[config.mk]
export PLATFORM = sky130hd
export DESIGN_NAME = seg_xlate
export DESIGN_NICKNAME = d
export VERILOG_FILES = /design/src/rtl/seg_xlate_pkg.sv /design/src/rtl/seg_req_stage.sv /design/src/rtl/seg_desc_table.sv /design/src/rtl/seg_addr_unit.sv /design/src/rtl/seg_xlate.sv
export SDC_FILE = /design/constraint.sdc
export NUM_CORES = 2
export LEC_CHECK = 0
export BUFFER_PORTS_ARGS = -buffer_cell sky130_fd_sc_hd__buf_4
export CORE_UTILIZATION = 56
export CTS_CLUSTER_SIZE = 30
export DETAILED_ROUTE_END_ITERATION = 6
export GPL_TIMING_DRIVEN = 0
export MAX_ROUTING_LAYER = met4
export PLACE_DENSITY_LB_ADDON = 0.2
export SYNTH_ARGS = -nofsm -noshare
export SYNTH_HDL_FRONTEND = slang
export SYNTH_SLANG_ARGS = --single-unit
[constraint.sdc]
create_clock -name clk -period 4.9 [get_ports clk]
set_input_delay 0.49 -clock clk [delete_from_list [all_inputs] [get_ports clk]]
set_output_delay 0.49 -clock clk [all_outputs]
set_load 0.02 [all_outputs]
[src/rtl/seg_xlate_pkg.sv]
package seg_xlate_pkg;

    parameter int SEG_W  = 4;
    parameter int OFF_W  = 28;
    parameter int PA_W   = 32;
    parameter int ATTR_W = 2;

    localparam int NSEG = 1 << SEG_W;

    typedef enum logic [1:0] {
        FLT_NONE   = 2'd0,
        FLT_ABSENT = 2'd1,
        FLT_BOUND  = 2'd2,
        FLT_OVF    = 2'd3
    } flt_e;

    typedef struct packed {
        logic              present;
        logic              modified;
        logic [ATTR_W-1:0] attr;
        logic [OFF_W-1:0]  len;
        logic [PA_W-1:0]   base;
    } desc_t;

    typedef struct packed {
        logic             valid;
        logic             write;
        logic [SEG_W-1:0] seg;
        logic [OFF_W-1:0] off;
    } req_t;

    // Fault priority: absent, then bound, then carry out of the sum.
    function automatic flt_e classify(input desc_t d,
                                      input logic [OFF_W-1:0] off,
                                      input logic carry);
        flt_e f;
        if (!d.present)       f = FLT_ABSENT;
        else if (off >= d.len) f = FLT_BOUND;
        else if (carry)        f = FLT_OVF;
        else                   f = FLT_NONE;
        return f;
    endfunction

endpackage

[src/rtl/seg_req_stage.sv]
module seg_req_stage
    import seg_xlate_pkg::*;
(
    input  logic clk,
    input  logic rst,
    input  req_t req_d,
    output req_t req_q
);
    always_ff @(posedge clk) begin
        if (rst) begin
            req_q <= '0;
        end else begin
            req_q.valid <= req_d.valid;
            if (req_d.valid) begin
                req_q.write <= req_d.write;
                req_q.seg   <= req_d.seg;
                req_q.off   <= req_d.off;
            end
        end
    end
endmodule

[src/rtl/seg_desc_table.sv]
module seg_desc_table
    import seg_xlate_pkg::*;
(
    input  logic             clk,
    input  logic             rst,
    input  logic             cfg_we,
    input  logic [SEG_W-1:0] cfg_idx,
    input  desc_t            cfg_desc,
    input  logic             mark_en,
    input  logic [SEG_W-1:0] mark_idx,
    input  logic [SEG_W-1:0] rd_idx,
    output desc_t            rd_desc
);
    desc_t ent_w [NSEG];

    for (genvar i = 0; i < NSEG; i++) begin : g_ent
        desc_t r;
        always_ff @(posedge clk) begin
            if (rst) begin
                r <= '0;
            end else if (cfg_we && cfg_idx == SEG_W'(i)) begin
                r <= cfg_desc;
            end else if (mark_en && mark_idx == SEG_W'(i)) begin
                r.modified <= 1'b1;
            end
        end
        assign ent_w[i] = r;
    end

    assign rd_desc = ent_w[rd_idx];
endmodule

[src/rtl/seg_addr_unit.sv]
module seg_addr_unit
    import seg_xlate_pkg::*;
(
    input  req_t            req,
    input  desc_t           desc,
    output logic [PA_W-1:0] pa,
    output flt_e            fault,
    output logic            mark,
    output logic            dirty
);
    logic [PA_W:0] sum;

    always_comb begin
        sum   = {1'b0, desc.base} + {{(PA_W + 1 - OFF_W){1'b0}}, req.off};
        fault = classify(desc, req.off, sum[PA_W]);
        pa    = (fault == FLT_NONE) ? sum[PA_W-1:0] : '0;
        mark  = req.valid && req.write && (fault == FLT_NONE);
        dirty = desc.modified || (req.write && (fault == FLT_NONE));
    end
endmodule

[src/rtl/seg_xlate.sv]
module seg_xlate
    import seg_xlate_pkg::*;
(
    input  logic              clk,
    input  logic              rst,
    input  logic              cfg_we,
    input  logic [SEG_W-1:0]  cfg_idx,
    input  logic [PA_W-1:0]   cfg_base,
    input  logic [OFF_W-1:0]  cfg_len,
    input  logic              cfg_present,
    input  logic              cfg_mod,
    input  logic [ATTR_W-1:0] cfg_attr,
    input  logic              req_valid,
    input  logic              req_write,
    input  logic [SEG_W-1:0]  req_seg,
    input  logic [OFF_W-1:0]  req_off,
    output logic              rsp_valid,
    output logic [PA_W-1:0]   rsp_pa,
    output logic [1:0]        rsp_fault,
    output logic [ATTR_W-1:0] rsp_attr,
    output logic              rsp_dirty
);
    req_t  req_d, req_q;
    desc_t cfg_desc, sel_desc;
    flt_e  fault;
    logic  mark;
    logic  q_write;
    logic [OFF_W-1:0] q_off;

    always_comb begin
        req_d.valid = req_valid;
        req_d.write = req_write;
        req_d.seg   = req_seg;
        req_d.off   = req_off;
        cfg_desc.present  = cfg_present;
        cfg_desc.modified = cfg_mod;
        cfg_desc.attr     = cfg_attr;
        cfg_desc.len      = cfg_len;
        cfg_desc.base     = cfg_base;
    end

    seg_req_stage u_stage (
        .clk   (clk),
        .rst   (rst),
        .req_d (req_d),
        .req_q (req_q)
    );

    seg_desc_table u_table (
        .clk      (clk),
        .rst      (rst),
        .cfg_we   (cfg_we),
        .cfg_idx  (cfg_idx),
        .cfg_desc (cfg_desc),
        .mark_en  (mark),
        .mark_idx (req_q.seg),
        .rd_idx   (req_q.seg),
        .rd_desc  (sel_desc)
    );

    seg_addr_unit u_addr (
        .req   (req_q),
        .desc  (sel_desc),
        .pa    (rsp_pa),
        .fault (fault),
        .mark  (mark),
        .dirty (rsp_dirty)
    );

    assign q_write   = req_q.write;
    assign q_off     = req_q.off;
    assign rsp_valid = req_q.valid;
    assign rsp_fault = fault;
    assign rsp_attr  = sel_desc.attr;
endmodule

==> flow_summary.yaml <==
hold_path:
  hp-start: "req_off[15]"
  hold_class: "in2reg"
setup_path:
  crit_fanout: 10
  cp-end-kind: "output port"
  crit_type: "reg2out"
  r2r-start: "u_stage.req_q[28]$_SDFFE_PP0P_"
  start_kind: "flop"
  crit_chain: "buf_12, buf_16, buf_16, buf_4, mux4_2, mux4_2, inv_1, ha_1, a21oi_1, o21ai_0, a221oi_1, o21ai_1, a41oi_4, buf_12, o211a_4, buf_8, nand3_2, mux2i_2, buf_4"
  cp_slowest_cell: "mux4_2"
  critPathArrivalTime_ns: 5.09
  worstPathRequired_ns: 4.41
  critPathLaunch: "u_stage.req_q[28]$_SDFFE_PP0P_"
  slowest_delay_ns: 0.53
sta:
  fmax_mhz: 179
  final_max_slew_viol_count: 44
  tightest_slew_ns: 1.63
  timing.slew.headroom_pct: -9.10
  layout_setup_ws_ns: -0.682
  finalHoldViolations: 0
  skew_ns: 0.0216
  period_needed_ns: 5.58
  tns_ns: -21.26
  setup_violations: 35
  grt_setup_unrepaired: "yes"
  period_share_pct: 114
floorplanning:
  coreArea_um2: 82200
  die-area_um2: 84500
  die_h_um: 291
  rows: 105
  start_util_pct: 56.7
  num_io_pins: 143
  die_w_um: 291
clock_network:
  cts_tree: "built"
  cts-hold-fix-buffers: 0
  cts_max_level: 3
  clock_latency_ns: 0.70
  clk_pin_slew_worst_paths_ns: 0.06
  cts_buffer_depth: 3
  cts_root_buf: "clkbuf_16"
  clkSinkCount: 1058
  cts_inserted_buffers: 107
pwr:
  sw_frac_of_total_pct: 25.2
  clkPwrFrac_pct: 45.0
  power.switching_uw: 4780
  power_leakage_uw: 0.0178
  seq_power_share_pct: 46.5
  power_uw: 19000
  p_int_uw: 14200
  ir_drop_uv: 310
  p_per_area_nw_per_um2: 347
  power_frac_comb_pct: 8.5
global_routing:
  antenna_found_initial: 12
  grt_pass1_vias: 40200
  grt-ovfl-total: 0
  grt_usage_pct: 42.0
  grt_pass1_wl_um: 256000
  grt_max_degree: 18
placed_design:
  place_congestion: 0.986
  dp_slack_ns: -2.65
  placed_area_um2: 48900
  hpwl_um: 125000
  port_buffers: 75
layout:
  finish.instance_area_um2: 54800
  drive_gt1_share_pct: 14.7
  fillers: 6654
  area_growth_pct: 17.4
  num-nets-final: 5923
  multiInputGateArea_um2: 24000
  regArea_um2: 21200
detailed_routing:
  routedWlPerCell_um: 25.5
  vias_per_cell: 6.20
  wl_um: 176000
  via_count: 42900
  dr.pass1.iters: 7
  drt_iter0_drc: 5426
  ant_nets: 0
  drc: 5
status:
  status: "finished with violations"
  violations: "DRC, capacitance limit, slew limit, setup timing"
synthesis:
  ys_warn_count: 0
  synth_edf_count: 0
  synth_flop_cell: "dfxtp_1"
  synth_fp_nets: 5650
  ys_seq_area_share_pct: 45.4
  synth_area_per_cell_um2: 8.50
  syn_inst: 5488
  synthArstFlopShare_pct: 0
  synth-seq-cells: 1058
  ys_types: 58
  syn_area_um2: 46700
flow_run:
  max_cap_violations: 5
## Yosys cell counts, types with 5 or more instances
master	number	area, µm²
buf_2	31	155
mux4_2	316	7120
nand2_1	2055	7710
buf_1	12	45.0
and3_1	5	31.3
nor3b_1	6	45.0
nor2_1	112	420
nor3_1	12	60.1
nor2b_1	10	62.6
dfxtp_1	1058	21200
nand2b_1	12	75.1
nor2_2	8	50.1
inv_1	42	158
xnor2_1	12	105
xor2_1	7	61.3
nand4_1	9	56.3
a21oi_1	1049	5250
buf_6	6	67.6
a211oi_2	13	163
o21ai_0	21	105
a211oi_1	9	67.6
ha_1	56	701
mux2i_1	37	370
clkbuf_1	481	1810
o21a_1	5	37.5
a21o_1	9	67.6
nand3_1	35	175
## metrics by stage
| step | hold slack (ns) | utilization, % | std cells |
|---|---|---|---|
| 5_1_grt | 0.0402 | 66.6 | 6926 |
| 3_5_place_dp | 0.444 | 59.5 | 6648 |
| 2_1_floorplan | 0.433 | - | 5488 |
| 6_report | 0.0188 | 66.6 | 6927 |
| 4_1_cts | 0.0285 | 65.7 | 6878 |
| 3_3_place_gp | 0.438 | 59.2 | 6633 |
## layout by cell type (no fill, tap or decap), types with 20 or more instances in the layout
cell       netlist  layout
clkbuf_1       481     475
buf_4            3     109
nand3_1         35      31
mux2i_1         37      34
buf_12           0      23
a21oi_1       1049    1036
nor2_4           0      20
nand2_1       2055    2054
buf_8            0      20
buf_6            6      57
mux4_2         316     316
clkbuf_16        0     116
clkbuf_8         0      23
ha_1            56      38
inv_1           42      40
nor2_1         112      87
dfxtp_1       1058    1056
## routing by layer
layer / routed length (µm) / track usage (%) / vias up
li1: - / - / 19000
met1: 63900 / 50.9 / 20500
met2: 76700 / 61.2 / 2714
met3: 22500 / 12.3 / 680
met4: 13300 / 26.5 / 0
met5: 0 / - / -
## timing repair
item                                    in CTS  in global routing
endpoints found under the setup margin      53                 35
setup buffers                               38                 38
pin swaps                                   24                 20
resized for setup                          275                 95
cloned                                       5                  2
## path summary, 6_finish.rpt
| kind | depth (start not counted) | slack, ns | end |
|---|---|---|---|
| worst max-delay path | 19 | -0.68 | rsp_pa[31] |
| worst max register to register | 19 | 0.33 | u_table.ent_w[894]$_SDFFE_PP0P_ |
| worst min-delay path | 3 | 0.02 | u_stage.req_q[15]$_SDFFE_PP0P_ |
| worst min register to register | 2 | 0.45 | u_table.ent_w[583]$_SDFFE_PP0P_ |
## cell type report
| cell class | instances | share of cell area (%) |
|---|---|---|
| Multi-Input combinational cell | 3855 | 43.7 |
| Buffer | 525 | 4.93 |
| Timing Repair Buffer | 172 | 3.24 |
| Clock inverter | 37 | 0.905 |
| Tap cell | 1070 | 2.44 |
| Clock buffer | 158 | 5.72 |
| Sequential cell | 1058 | 38.7 |
| Inverter | 42 | 0.288 |
| Antenna cell | 10 | 0.0457 |
## power by group through the flow
| stage | registers, µW | clock network, µW | logic (µW) |
|---|---|---|---|
| after floorplan | 8960 | 0 | 864 |
| after global placement | 9000 | 0 | 1360 |
| after detailed placement | 9000 | 0 | 1390 |
| after CTS | 8820 | 8500 | 1510 |
| after global routing | 8830 | 8860 | 1680 |
| final | 8830 | 8550 | 1620 |
## worst max-delay path, delay by kind of cell, from the launching register on
family / cells / cell delay [ns]
mux: 3 / 1.13
simple gates: 1 / 0.08
flops: 1 / 0.40
fa+ha+maj: 1 / 0.27
compound gates: 6 / 1.16
buf+inv: 8 / 1.34
## state kept, by name, summed over array words and instances (netlist names)
register and count:
u_stage.req_q 34, u_table.ent_w 1024
## logic make-up after synthesis
kind of cell	Yosys count	share of synthesized area, %
AO/OA/AOI/OAI	1145	13.0
flip-flops	1058	45.4
multiplexers	353	16.0
AND/OR/NAND/NOR	2281	18.9
adder cells (fa/ha/maj)	57	1.54
XOR/XNOR	19	0.357
buffers and inverters	575	4.83
Power figures use the tool's default switching activity.
